<file path="src/rtl/tmr_pkg.sv">
package tmr_pkg;

  // Number of alternative tick strobes reachable through the select codes
  localparam int ALT_N = 3;

  // Tick decode for an event channel: 0 -> 1 us strobe, 1..3 -> alternates
  function automatic logic evt_tick_pick(input logic [1:0] code,
                                         input logic tick_us,
                                         input logic [ALT_N-1:0] alt);
    logic r;
    case (code)
      2'd0:    r = tick_us;
      2'd1:    r = alt[0];
      2'd2:    r = alt[1];
      default: r = alt[2];
    endcase
    return r;
  endfunction

  // Tick decode for the timestamp: 1 -> 1 us, 2..4 -> alternates, else none
  function automatic logic stamp_tick_pick(input logic [2:0] code,
                                           input logic tick_us,
                                           input logic [ALT_N-1:0] alt);
    logic r;
    case (code)
      3'd1:    r = tick_us;
      3'd2:    r = alt[0];
      3'd3:    r = alt[1];
      3'd4:    r = alt[2];
      default: r = 1'b0;
    endcase
    return r;
  endfunction

endpackage

</file>
<file path="src/rtl/tmr_evt_chan.sv">
module tmr_evt_chan #(
  parameter int CNT_W = 16
) (
  input  logic             clk,
  input  logic             rst_n,
  input  logic             load,
  input  logic [CNT_W-1:0] load_val,
  input  logic             en,
  input  logic             periodic,
  input  logic             tick,
  output logic [CNT_W-1:0] count,
  output logic             expire_q,
  output logic             stop_req
);

  logic [CNT_W-1:0] reload_q;
  logic             at_zero;
  logic             fire;

  // Next count on a tick: count down, or on zero reload / park at zero
  function automatic logic [CNT_W-1:0] step_down(input logic [CNT_W-1:0] cur,
                                                 input logic [CNT_W-1:0] rel,
                                                 input logic per);
    logic [CNT_W-1:0] r;
    if (cur == '0) r = per ? rel : '0;
    else           r = cur - 1'b1;
    return r;
  endfunction

  assign at_zero  = (count == '0);
  assign fire     = en && tick && at_zero;
  assign stop_req = fire && !periodic;

  always_ff @(posedge clk) begin
    if (!rst_n) begin
      count    <= '0;
      reload_q <= '0;
      expire_q <= 1'b0;
    end else begin
      expire_q <= fire;
      if (load) begin
        count    <= load_val;
        reload_q <= load_val;
      end else if (en && tick) begin
        count <= step_down(count, reload_q, periodic);
      end
    end
  end


  frozen_when_off_chk: assert property (@(posedge clk) disable iff (!rst_n)
    (!en && !load) |=> $stable(count));


  expire_needs_en_chk: assert property (@(posedge clk) disable iff (!rst_n)
    expire_q |-> $past(en));


  reload_after_fire_chk: assert property (@(posedge clk) disable iff (!rst_n)
    (fire && periodic && !load) |=> (count == reload_q));


  pulse_from_zero_chk: assert property (@(posedge clk) disable iff (!rst_n)
    $rose(expire_q) |-> ($past(count) == '0));

endmodule

</file>
<file path="src/rtl/tmr_stamp_chan.sv">
module tmr_stamp_chan #(
  parameter int STAMP_W = 32
) (
  input  logic               clk,
  input  logic               rst_n,
  input  logic               load,
  input  logic [STAMP_W-1:0] load_val,
  input  logic               tick,
  output logic [STAMP_W-1:0] count
);

  always_ff @(posedge clk) begin
    if (!rst_n)      count <= '0;
    else if (load)   count <= load_val;
    else if (tick)   count <= count + 1'b1;
  end


  stamp_step_chk: assert property (@(posedge clk) disable iff (!rst_n)
    (tick && !load) |=> (count == $past(count) + 1'b1));


  stamp_hold_chk: assert property (@(posedge clk) disable iff (!rst_n)
    (!tick && !load) |=> $stable(count));

endmodule

</file>
<file path="src/rtl/tmr_unit.sv">
module tmr_unit #(
  parameter int ADDR_W  = 5,
  parameter int DATA_W  = 32,
  parameter int CNT_W   = 16,
  parameter int NUM_EVT = 4
) (
  input  logic                       clk,
  input  logic                       rst_n,
  input  logic                       bus_wr,
  input  logic                       bus_rd,
  input  logic [ADDR_W-1:0]          bus_addr,
  input  logic [DATA_W-1:0]          bus_wdata,
  output logic [DATA_W-1:0]          bus_rdata,
  input  logic                       tick_us,
  input  logic [tmr_pkg::ALT_N-1:0]  tick_alt,
  output logic                       irq
);

  import tmr_pkg::*;

  localparam int SEL_W    = 2;
  localparam int ESEL_W   = 3;
  localparam int ESEL_LSB = 8;
  localparam int PER_LSB  = 12;
  localparam int EN_LSB   = 16;
  localparam int WIDX_W   = ADDR_W - 2;
  localparam int STAMP_IX = NUM_EVT + 1;

  logic [NUM_EVT-1:0][SEL_W-1:0] sel_q;
  logic [ESEL_W-1:0]             esel_q;
  logic [NUM_EVT-1:0]            per_q;
  logic [NUM_EVT-1:0]            en_q;

  logic [WIDX_W-1:0]             widx;
  logic                          aligned;
  logic                          ctrl_wr;
  logic [NUM_EVT-1:0]            evt_ld;
  logic                          stamp_ld;
  logic [NUM_EVT-1:0]            evt_tick;
  logic                          stamp_tick;
  logic [NUM_EVT-1:0][CNT_W-1:0] evt_cnt;
  logic [NUM_EVT-1:0]            evt_exp;
  logic [NUM_EVT-1:0]            evt_stop;
  logic [DATA_W-1:0]             stamp_cnt;
  logic [DATA_W-1:0]             ctrl_word;
  logic [DATA_W-1:0]             rd_mux;

  // Bus decode
  assign widx     = bus_addr[ADDR_W-1:2];
  assign aligned  = (bus_addr[1:0] == 2'b00);
  assign ctrl_wr  = bus_wr && aligned && (widx == '0);
  assign stamp_ld = bus_wr && aligned && (widx == WIDX_W'(STAMP_IX));

  // Control register: bus write has priority over the hardware enable clear
  always_ff @(posedge clk) begin
    if (!rst_n) begin
      sel_q  <= '0;
      esel_q <= '0;
      per_q  <= '0;
      en_q   <= '0;
    end else if (ctrl_wr) begin
      for (int i = 0; i < NUM_EVT; i++) begin
        sel_q[i] <= bus_wdata[SEL_W*i +: SEL_W];
        per_q[i] <= bus_wdata[PER_LSB + i];
        en_q[i]  <= bus_wdata[EN_LSB + i];
      end
      esel_q <= bus_wdata[ESEL_LSB +: ESEL_W];
    end else begin
      en_q <= en_q & ~evt_stop;
    end
  end

  always_comb begin
    ctrl_word = '0;
    for (int i = 0; i < NUM_EVT; i++) begin
      ctrl_word[SEL_W*i +: SEL_W] = sel_q[i];
      ctrl_word[PER_LSB + i]      = per_q[i];
      ctrl_word[EN_LSB + i]       = en_q[i];
    end
    ctrl_word[ESEL_LSB +: ESEL_W] = esel_q;
  end

  // Event channels
  for (genvar g = 0; g < NUM_EVT; g++) begin : g_evt
    assign evt_ld[g]   = bus_wr && aligned && (widx == WIDX_W'(g + 1));
    assign evt_tick[g] = evt_tick_pick(sel_q[g], tick_us, tick_alt);

    tmr_evt_chan #(.CNT_W(CNT_W)) u_chan (
      .clk      (clk),
      .rst_n    (rst_n),
      .load     (evt_ld[g]),
      .load_val (bus_wdata[CNT_W-1:0]),
      .en       (en_q[g]),
      .periodic (per_q[g]),
      .tick     (evt_tick[g]),
      .count    (evt_cnt[g]),
      .expire_q (evt_exp[g]),
      .stop_req (evt_stop[g])
    );


    oneshot_stop_chk: assert property (@(posedge clk) disable iff (!rst_n)
      (evt_stop[g] && !ctrl_wr) |=> !en_q[g]);
  end

  // Timestamp channel
  assign stamp_tick = stamp_tick_pick(esel_q, tick_us, tick_alt);

  tmr_stamp_chan #(.STAMP_W(DATA_W)) u_stamp (
    .clk      (clk),
    .rst_n    (rst_n),
    .load     (stamp_ld),
    .load_val (bus_wdata),
    .tick     (stamp_tick),
    .count    (stamp_cnt)
  );

  // Read path, registered
  always_comb begin
    rd_mux = '0;
    if (aligned) begin
      if (widx == '0) rd_mux = ctrl_word;
      if (widx == WIDX_W'(STAMP_IX)) rd_mux = stamp_cnt;
      for (int i = 0; i < NUM_EVT; i++)
        if (widx == WIDX_W'(i + 1)) rd_mux = DATA_W'(evt_cnt[i]);
    end
  end

  always_ff @(posedge clk) begin
    if (!rst_n)      bus_rdata <= '0;
    else if (bus_rd) bus_rdata <= rd_mux;
  end

  assign irq = |evt_exp;


  ctrl_spare_zero_chk: assert property (@(posedge clk) disable iff (!rst_n)
    (ctrl_word[11] == 1'b0) && (ctrl_word[DATA_W-1:EN_LSB+NUM_EVT] == '0));


  misaligned_read_zero_chk: assert property (@(posedge clk) disable iff (!rst_n)
    (bus_rd && !aligned) |=> (bus_rdata == '0));

endmodule

</file>
<file path="config.mk">
export PLATFORM = sky130hd
export DESIGN_NAME = tmr_unit
export DESIGN_NICKNAME = d
export VERILOG_FILES = /design/src/rtl/tmr_pkg.sv /design/src/rtl/tmr_evt_chan.sv /design/src/rtl/tmr_stamp_chan.sv /design/src/rtl/tmr_unit.sv
export SDC_FILE = /design/constraint.sdc
export NUM_CORES = 1
export LEC_CHECK = 0
export ABC_AREA = 1
export ABC_CLOCK_PERIOD_IN_PS = 4000
export BUFFER_PORTS_ARGS = -buffer_cell sky130_fd_sc_hd__buf_2
export CAP_MARGIN = 0
export CORE_ASPECT_RATIO = 0.9
export CORE_UTILIZATION = 40
export CTS_BUF_LIST = sky130_fd_sc_hd__clkbuf_16
export DETAILED_ROUTE_END_ITERATION = 10
export PLACE_DENSITY = 0.56
export SYNTH_ARGS = -nofsm -noshare
export SYNTH_HDL_FRONTEND = slang
export SYNTH_SLANG_ARGS = --single-unit
export TNS_END_PERCENT = 1
</file>
<file path="constraint.sdc">
create_clock -name clk -period 4 [get_ports clk]
set_input_delay 0.2 -clock clk [delete_from_list [all_inputs] [get_ports clk]]
set_output_delay 0.2 -clock clk [all_outputs]
set_load 0.02 [all_outputs]
</file>
==> metrics.md, run 1 <==
| Metric | Value |
|---|---|
| Final WL | 45.7 mm |
| Most common cell after layout, fill and taps aside | nand2_1 |
| Sinks on the clock net | 215 |
| Hold Startpoint | bus_wdata[28] |
| Max stage delay on crit path | 530 ps |
| Post-synthesis mux area share | 0 |
| Final instance area | 0.0142 mm^2 |
| Die X | 191 um |
| Post-synth net total | 2180 |
| DIE AREA | 0.0328 mm^2 |
| Gate Count Post-Synth | 2126 |
| Status | completed |
| Post-synth ARST share | 0 |
| Data arrival time at the worst-slack endpoint | 2750 ps |
| Number of buffers created by CTS | 25 |
| Fill count | 3409 |
| Synthesized area per cell | 6.03 um^2 |
| Die Y | 172 um |
| Largest net degree at the start of global routing | 113 |
| Compound-Gate Fraction of Synth Area | 0.143 |
| H-tree levels | 1 |
| Final Util | 0.454 |
| Commonest cells after routing, fill and taps aside | 718 x nand2_1, 236 x nor2_1, 232 x nand3_1, 215 x dfxtp_1, 214 x a21oi_1 |
| First-pass GRT wire length | 71.1 mm |
| Power Density | 344 mW/mm^2 |
| Number of global-route vias before repair | 12400 |
| Overflow after GRT | 0 |
| Routed WL per cell | 17.7 um |
| Switching share of power | 0.281 |
| Pwr Total | 4.88 mW |
| Post-DP HPWL | 32.4 mm |
| Post_cts resized | 0 |
| Dominant synthesized flop cell | dfxtp_1 |
| Post-synthesis sequential area ratio | 0.336 |
| Synth Cell Area | 0.0128 mm^2 |
| Avg Vias per Cell | 5.34 |
| Combinational family with the most area after synthesis | simple AND/OR/NAND/NOR gates |
| Slew margin rel. | 0.405 |
| Top delay family on crit path | buffers and inverters |
| Simple-Gate Fraction of Synth Area | 0.404 |
| Vias | 13800 |
| Clk_lat worst skew | 540 ps |
| Max Slew Vio Count | 0 |
| Post-synthesis register bit count | 215 |
| Area growth, synth to finish | 10.5% |
| CP Cell Sequence | dlygate4sd3_1, buf_2, nor2_4, nand2_4, inv_1, nand2_4, inv_4, nor2_4, inv_2, nand2_1, nand2_1, a21oi_1 |
| Required time of the critical path | 4370 ps |
| Adder-cell share of the synthesized area | 0.00879 |
| Clk_skew | 20.4 ps |
| Setup Crit Path Kind | input pin to flop |
| Sw power | 1.37 mW |
| Fin. Hold Viols | 0 |
| Clock Pin Slew Worst Setup and Hold Paths | 60 ps |
| Reg-to-Reg Start | g_evt[1].u_chan.count[0]$_SDFFE_PN0P_ |
| Maxcap violations | 0 |
| CTS root buf | clkbuf_16 |
| Standard-cell rows | 61 |
| CP bufs+invs | 5 |
| Register share of total power | 0.449 |
| Initial DRC count | 1249 |
| Post-DP Area | 0.0134 mm^2 |
| Clock power share | 0.432 |
| Total Negative Setup Slacks | 0 ps |
| Endpoints failing setup | 0 |
| GRT Total Usage | 0.278 |
| Initial antenna violation count | 4 |
| Gpl congestion | 0.954 |
| Fin crit period | 2380 ps |
| Number of synthesized flops with an enable pin | 0 |
| Fmax | 421 MHz |
| Cell internal pwr | 3.51 mW |
| Tcrit/Tclk final | 0.594 |
| Unique masters post-synth | 39 |
| Crit path max-delay cell type | dlygate4sd3_1 |
| VDD IR-drop max | 0.291 mV |
| RSZ-0062 raised after global routing | no |
| Setup crit end kind | flop |
| IO buf count | 77 |
| DRT Pass-1 Iters | 7 |
| Share of cells above drive strength 1 | 0.0723 |
| Clock buffer depth | 3 |
| Startpoint Class | input pin |
| Pleak | 6.33 nW |
| Post-CTS setup buffers | 0 |
| IO Count | 78 |
| Worst-margin pin slew | 892 ps |
| Comb pwr share | 0.118 |
| CTS tree | yes |
| DRC viols | 0 |
| CP Launch Point | bus_addr[0] |
| Starting Density | 0.411 |
| Hold Crit Class | input pin to flop |
| Nets@finish | 2211 |
| Core footprint | 0.0312 mm^2 |
| XOR/XNOR share of the synthesized area | 0.0191 |
| Crit-path max FO | 39 |
| YS warnings | 0 |
| Post-DRT Antenna Nets | 0 |
==> per-stage QoR <==
step / std cells / hold slack [ps] / worst slack, ps
after floorplan: 2126 / 360 / 2400
after global placement: 2534 / 449 / 1520
after detailed placement: 2534 / 452 / 1410
after CTS: 2581 / 9.04 / 1650
after global routing: 2583 / 33.9 / 1470
final: 2583 / 20.9 / 1620
==> state kept, by name, indices dropped and copies added, names as in the netlist <==
register               count
u_stamp.count             32
ctrl_word                  8
g_evt.u_chan.count        64
g_evt.u_chan.reload_q     64
esel_q                     3
en_q                       4
per_q                      4
bus_rdata                 32
g_evt.u_chan.expire_q      4
==> synth_stat cells, drive strengths merged, types with 7 or more instances <==
| cell | count | area (um^2) |
|---|---|---|
| a21oi | 214 | 1070 |
| inv | 190 | 721 |
| nand2 | 729 | 2790 |
| nand4 | 9 | 56.3 |
| o211ai | 7 | 52.6 |
| o21ai | 109 | 546 |
| clkbuf | 44 | 165 |
| xor2 | 22 | 193 |
| nand3 | 232 | 1160 |
| ha | 9 | 113 |
| dfxtp | 215 | 4300 |
| nand3b | 9 | 67.6 |
| nor2 | 249 | 1020 |
| buf | 43 | 245 |
==> logic make-up after synthesis <==
logic type                 Yosys count
DFF                                215
and+or+nand+nor                   1241
adders and majority gates            9
buffers and inverters              281
xor gates and xnor gates            28
AOI/OAI and AO/OA                  352
==> cell type report <==
| cell class | instances | area, um^2 | share of cell area |
|---|---|---|---|
| clock inverters | 17 | 97.6 | 0.00689 |
| well taps | 409 | 512 | 0.0361 |
| multi-input cells | 1630 | 7370 | 0.520 |
| diodes | 2 | 5.00 | 0.000353 |
| inverters | 194 | 741 | 0.0523 |
| flip-flops and latches | 215 | 4300 | 0.304 |
| repair buffers | 91 | 515 | 0.0364 |
| clock buffers | 25 | 626 | 0.0442 |
==> metal layers <==
| layer | vias up | GRT usage | part of all wire |
|---|---|---|---|
| li1 | 6899 | - | - |
| met4 | 0 | 0.0828 | 0.029 |
| met5 | - | 0 | 0 |
| met2 | 423 | 0.427 | 0.43 |
| met1 | 6395 | 0.402 | 0.47 |
| met3 | 64 | 0.0371 | 0.065 |
==> path summary, 6_finish.rpt <==
path	cells after the start	endpoint	slack, ps
hold reg to reg	2	bus_rdata[11]$_SDFFE_PN0P_	460
hold / removal	5	u_stamp.count[28]$_SDFFE_PN0P_	20
setup / recovery	12	u_stamp.count[29]$_SDFFE_PN0P_	1620
setup reg to reg	10	g_evt[1].u_chan.count[12]$_SDFFE_PN0P_	1670
==> worst register-to-register path: cells and delay by family (launching register included) <==
family	cells	cell delay, ps
adder cells (fa/ha/maj)	1	260
AO/OA/AOI/OAI	1	120
flip-flops	1	350
buffers and inverters	2	650
AND/OR/NAND/NOR	6	850
==> power groups by stage <==
stage               clock network (mW)  registers, mW  logic [mW]
floorplan                            0           2.23       0.375
global placement                     0           2.24       0.565
detailed placement                   0           2.24       0.566
CTS                               2.15           2.19       0.572
global route                      2.24           2.19       0.643
finish                            2.11           2.19       0.577
==> what timing repair did <==
| action | CTS | global route |
|---|---|---|
| setup endpoints to repair | 0 | 0 |
| hold buffers | 5 | 0 |
| endpoints found under the hold margin | 5 | 0 |
(Power assumes the default switching activity.)
==> inputs of run 2 (changes only) <==
- ABC_AREA: 1 -> 0
- ABC_CLOCK_PERIOD_IN_PS: 4000 -> 2250
- PLACE_DENSITY: 0.56 -> 0.57
- clock period: 4 -> 2.25 ns (I/O delays scaled with it)
==> metrics.md, run 2 <==
| Metric | Value |
|---|---|
| Placed Instances | 1917 |
| Clock Pin Slew Worst Setup and Hold Paths | 60 ps |
| Comb pwr share | 0.109 |
| Post-synthesis register bit count | 215 |
| Required time of the critical path | 2710 ps |
| DIE AREA | 0.0295 mm^2 |
| YS warnings | 0 |
| Pwr Total | 8.84 mW |
| Vias | 12300 |
| Post-synth ARST share | 0 |
| Starting Density | 0.410 |
| Total Negative Setup Slacks | 0 ps |
| Sinks on the clock net | 215 |
| Power Density | 641 mW/mm^2 |
| Standard-cell rows | 58 |
| Startpoint Class | flop |
| Initial DRC count | 1215 |
| DRT Pass-1 Iters | 7 |
| Fin. Hold Viols | 0 |
| Status | completed |
| Final WL | 44.5 mm |
| Hold Crit Depth | 3 |
| Compound-Gate Fraction of Synth Area | 0.266 |
| Number of buffers created by CTS | 25 |
| Setup WS post-layout | 113 ps |
| Post-synthesis sequential area ratio | 0.373 |
| H-tree levels | 1 |
| Fin crit period | 2140 ps |
| Clk_lat worst skew | 540 ps |
| First-pass GRT wire length | 66.6 mm |
| Switching share of power | 0.271 |
| Unique masters post-synth | 79 |
| Adder-cell share of the synthesized area | 0.00976 |
| Setup Crit Path Kind | flop to flop |
| Inserted Diodes | 0 |
| Data arrival time at the worst-slack endpoint | 2590 ps |
| Max Slew Vio Count | 0 |
| Post-synthesis mux area share | 0.0230 |
| Cell internal pwr | 6.44 mW |
| DRC viols | 0 |
| Endpoints failing setup | 0 |
| Pleak | 5.06 nW |
| Commonest cells in the netlist | 270 x nand2_1, 215 x dfxtp_1, 162 x a21oi_1, 100 x clkbuf_1, 81 x nor2_1 |
| Commonest cells after routing, fill and taps aside | 269 x nand2_1, 215 x dfxtp_1, 162 x a21oi_1, 94 x buf_4, 81 x nor2_1 |
| Post-DRT Antenna Nets | 0 |
| Avg Vias per Cell | 6.18 |
| Sw power | 2.40 mW |
| Initial antenna violation count | 3 |
| XOR/XNOR share of the synthesized area | 0.0364 |
| RSZ-0062 raised after global routing | no |
| Crit-path max FO | 7 |
| Hold Crit Class | input pin to flop |
| Gpl congestion | 0.972 |
| Post-synth net total | 1550 |
| Slew margin rel. | 0.551 |
| Post-DP HPWL | 31.3 mm |
| Number of synthesized flops with an enable pin | 0 |
| Routed WL per cell | 22.4 um |
| Largest net degree at the start of global routing | 58 |
| Gate Count Post-Synth | 1496 |
| Synthesized area per cell | 7.71 um^2 |
| Worst-margin pin slew | 673 ps |
| Most common cell in the synthesized netlist | nand2_1 |
| Combinational family with the most area after synthesis | compound AO/OA/AOI/OAI gates |
| Clk_skew | 24.2 ps |
| Final Util | 0.489 |
| Biggest regs | g_evt.u_chan.count: 64 flops, g_evt.u_chan.reload_q: 64 flops |
| Setup crit end kind | flop |
| Post-Layout Cell Count | 1987 |
| IO buf count | 77 |
| Synth Cell Area | 0.0115 mm^2 |
| Post-DP Area | 0.0127 mm^2 |
| Setup WS pre-CTS | 49.5 ps |
| VDD IR-drop max | 0.511 mV |
| Die Y | 163 um |
| Area growth, synth to finish | 19.4% |
| Overflow after GRT | 0 |
| Final instance area | 0.0138 mm^2 |
| Clock power share | 0.452 |
| Clock buffer depth | 3 |
| IO Count | 78 |
| Hold_ws | 13.8 ps |
| Tcrit/Tclk final | 0.950 |
| Dominant cell type by area after synthesis | dfxtp_1 |
| GRT Total Usage | 0.294 |
| Share of cells above drive strength 1 | 0.154 |
| Nets@finish | 1662 |
| Reg2Reg Depth | 8 |
| Simple-Gate Fraction of Synth Area | 0.244 |
| Largest cells by area after synthesis | dfxtp_1 37%, nand2_1 8.8%, a21oi_1 7.0% |
| Number of global-route vias before repair | 10800 |
| Top-area cell type share of the netlist area | 0.373 |
| Maxcap violations | 0 |
| Dominant synthesized flop cell | dfxtp_1 |
| Register share of total power | 0.440 |
| Core footprint | 0.0282 mm^2 |
| Die X | 181 um |
| Most common cell after layout, fill and taps aside | nand2_1 |
| CTS tree | yes |
| CTS root buf | clkbuf_16 |
| Fmax | 468 MHz |
## run 2: cell count changes after synthesis, moves of 25 or more
cell | previous run | this run
nand2_1 | 718 | 270
nand3_1 | 232 | 49
inv_1 | 180 | 22
nor2_1 | 236 | 81
clkbuf_1 | 44 | 100
o21ai_0 | 104 | 48
a21oi_1 | 214 | 162
a31oi_1 | 3 | 52
xnor2_1 | 6 | 32
a22oi_1 | 5 | 30
## run 2: cell type report
type,instances,area [um^2]
sequential,215,4300
multi-input combinational,1141,6710
timing repair buffer,200,1430
clock inverter,21,161
clock buffer,25,626
fill,2793,14400
inverter,25,96.3
tap,360,450
## run 2: kinds of logic after synthesis
logic type      Yosys count
buf+inv                 140
mux                      22
simple gates            580
fa+ha+maj                 9
flops                   215
xor+xnor                 48
compound gates          482
## run 2: routing by layer
metal	up-vias	global-route usage	share of wire
met2	582	0.432	0.41
li1	5762	-	-
met1	5857	0.421	0.45
met5	-	0	0.00029
met4	2	0.0986	0.035
met3	83	0.0644	0.10
## run 2: timing repair
action	in CTS	in global routing
hold buffers	22	0
gates resized for setup	0	9
buffers inserted	0	2
hold endpoints to repair	34	0
endpoints found under the setup margin	0	8
## run 2: path summary, 6_finish.rpt
| kind | to | slack [ps] | from |
|---|---|---|---|
| worst min-delay path | u_stamp.count[12]$_SDFFE_PN0P_ | 10 | bus_wdata[12] |
| worst max register to register | g_evt[2].u_chan.count[2]$_SDFFE_PN0P_ | 110 | g_evt[2].u_chan.count[1]$_SDFFE_PN0P_ |
| worst max-delay path | g_evt[2].u_chan.count[2]$_SDFFE_PN0P_ | 110 | g_evt[2].u_chan.count[1]$_SDFFE_PN0P_ |
| worst min register to register | g_evt[0].u_chan.reload_q[2]$_SDFFE_PN0P_ | 450 | g_evt[0].u_chan.reload_q[2]$_SDFFE_PN0P_ |
## run 2: critical path, cell delays in order (launching register included)
cell     delay (ps)
dfxtp_1         320
inv_1            80
ha_2            180
or4b_4          480
nor4_4          350
buf_6           180
o21ai_1          60
a221o_1         290
a21oi_1         130
## run 2: power groups by stage
stage	sequential, mW	clock, mW	combinational, mW
finish	3.88	3.99	0.959
global route	3.89	4.20	1.02
CTS	3.88	4.04	0.912
detailed placement	3.97	0	0.879
global placement	3.97	0	0.879
floorplan	3.95	0	0.525
==> inputs of run 3 (changes only) <==
- ABC_CLOCK_PERIOD_IN_PS: 2250 -> 2400
- clock period: 2.25 -> 2.4 ns (I/O delays scaled with it)
==> metrics.md, run 3 (same netlist as run 2, synthesis figures left out) <==
| Metric | Value |
|---|---|
| Worst reg-to-reg setup slack | 130 ps |
| Gpl congestion | 0.977 |
| Required time of the critical path | 2810 ps |
| DRT Pass-1 Iters | 5 |
| CTS root buf | clkbuf_16 |
| Total Negative Setup Slacks | 0 ps |
| Slew margin rel. | 0.254 |
| Most common cell after layout, fill and taps aside | nand2_1 |
| Startpoint Class | flop |
| Setup crit end kind | flop |
| H-tree levels | 1 |
| CP bufs+invs | 3 |
| Clock power share | 0.458 |
| Biggest regs | g_evt.u_chan.count: 64 flops, g_evt.u_chan.reload_q: 64 flops |
| DIE AREA | 0.0295 mm^2 |
| VDD IR-drop max | 0.545 mV |
| Register share of total power | 0.432 |
| Largest net degree at the start of global routing | 38 |
| RSZ-0062 raised after global routing | no |
| Starting Density | 0.410 |
| Clock Pin Slew Worst Setup and Hold Paths | 60 ps |
| Setup WS post-layout | 130 ps |
| Post-DRT Antenna Nets | 0 |
| Number of global-route vias before repair | 11000 |
| Vias | 12200 |
| Status | completed |
| Clk_lat worst skew | 550 ps |
| Crit path max-delay cell type | or4b_4 |
| Inserted Diodes | 0 |
| Setup Crit Path Kind | flop to flop |
| CTS tree | yes |
| Die Y | 163 um |
| Commonest cells after routing, fill and taps aside | 269 x nand2_1, 215 x dfxtp_1, 162 x a21oi_1, 90 x buf_4, 81 x nor2_1 |
| Routed WL per cell | 22.5 um |
| Clock buffer depth | 3 |
| Die X | 181 um |
| Post-DP HPWL | 30.9 mm |
| Cell internal pwr | 6.19 mW |
| Final WL | 44.7 mm |
| Maxcap violations | 0 |
| Sw power | 2.24 mW |
| First-pass GRT wire length | 67.3 mm |
| GRT Total Usage | 0.295 |
| Data arrival time at the worst-slack endpoint | 2680 ps |
| Share of cells above drive strength 1 | 0.145 |
| Sinks on the clock net | 215 |
| Max stage delay on crit path | 480 ps |
| Fmax | 441 MHz |
| Top delay family on crit path | simple AND/OR/NAND/NOR gates |
| Tcrit/Tclk final | 0.946 |
| Avg Vias per Cell | 6.15 |
| Initial antenna violation count | 0 |
| Overflow after GRT | 0 |
| IO buf count | 77 |
| Standard-cell rows | 58 |
| Core footprint | 0.0282 mm^2 |
| Area growth, synth to finish | 19.9% |
| Crit-path max FO | 7 |
| DRC viols | 0 |
| Number of buffers created by CTS | 24 |
| Power Density | 609 mW/mm^2 |
| Comb pwr share | 0.109 |
| Fin. Hold Viols | 0 |
| Setup WS pre-CTS | 157 ps |
| Hold Crit Class | input pin to flop |
| Max Slew Vio Count | 0 |
| Switching share of power | 0.266 |
| Pleak | 5.06 nW |
| Fin crit period | 2270 ps |
| Worst-margin pin slew | 1120 ps |
| CP Cell Sequence | inv_1, ha_2, or4b_4, nor4_4, buf_12, clkbuf_4, a22o_1, a221o_1, a21oi_1 |
| Initial DRC count | 1412 |
| IO Count | 78 |
| Endpoints failing setup | 0 |
| Nets@finish | 1665 |
| Clk_skew | 28.0 ps |
-- run 3: cell types whose count changed in the layout (fill, tap and decap cells not counted), sizes merged --
cell         delta
inv             -2
clkinvlp        -1
dlygate4sd3    +11
buf             -9
bufinv          +2
clkbuf          +1
-- run 3: what timing repair did --
item / CTS / global route
endpoints found under the setup margin: 0 / 1
hold endpoints to repair: 39 / 0
resized for setup: 0 / 3
buffers inserted: 0 / 3
hold buffers: 33 / 0
-- run 3: worst paths after layout --
check / end / cells after the start / from
hold reg to reg: g_evt[1].u_chan.reload_q[7]$_SDFFE_PN0P_ / 2 / g_evt[1].u_chan.reload_q[7]$_SDFFE_PN0P_
setup reg to reg: g_evt[2].u_chan.count[2]$_SDFFE_PN0P_ / 9 / g_evt[2].u_chan.count[0]$_SDFFE_PN0P_
setup / recovery: g_evt[2].u_chan.count[2]$_SDFFE_PN0P_ / 9 / g_evt[2].u_chan.count[0]$_SDFFE_PN0P_
hold / removal: g_evt[0].u_chan.reload_q[11]$_SDFFE_PN0P_ / 3 / bus_wdata[11]
-- run 3: area by class of cell --
class | instances | area (um^2)
clock buffer | 24 | 601
clock inverter | 20 | 210
fill | 2830 | 14300
inverter | 25 | 96.3
multi-input combinational | 1141 | 6700
sequential | 215 | 4300
tap | 360 | 450
timing repair buffer | 204 | 1460
-- run 3: power by group through the flow --
stage	clock network, mW	registers [mW]	logic, mW
after floorplan	0	3.71	0.493
after global placement	0	3.72	0.821
after detailed placement	0	3.72	0.826
after CTS	3.93	3.64	0.870
after global routing	4.07	3.64	0.974
final	3.86	3.64	0.920
-- run 3: worst register-to-register path, cell delays in order (launching register included) --
cell      delay [ps]
dfxtp_1          310
inv_1             90
ha_2             210
or4b_4           480
nor4_4           390
buf_12           170
clkbuf_4         170
a22o_1           130
a221o_1          140
a21oi_1           60
-- run 3: through the flow --
| stage | hold WS (ps) | std cells | utilization | total power [mW] | cell area [um^2] |
|---|---|---|---|---|---|
| 2_1_floorplan | 229 | 1496 | - | 4.20 | 11500 |
| 3_5_place_dp | 345 | 1908 | 0.449 | 4.55 | 12600 |
| 4_1_cts | 1.54 | 1985 | 0.489 | 8.44 | 13800 |
| 5_1_grt | 3.36 | 1989 | 0.491 | 8.69 | 13800 |
| 3_3_place_gp | 346 | 1908 | 0.449 | 4.54 | 12600 |
| 6_report | 20.7 | 1989 | 0.491 | 8.42 | 13800 |
-- run 3: routing by layer --
layer	routed length [um]	global-route usage	vias to the layer above
li1	-	-	5756
met4	1480	0.101	0
met3	4510	0.0504	93
met2	18300	0.423	597
met5	0	0	-
met1	20400	0.441	5792
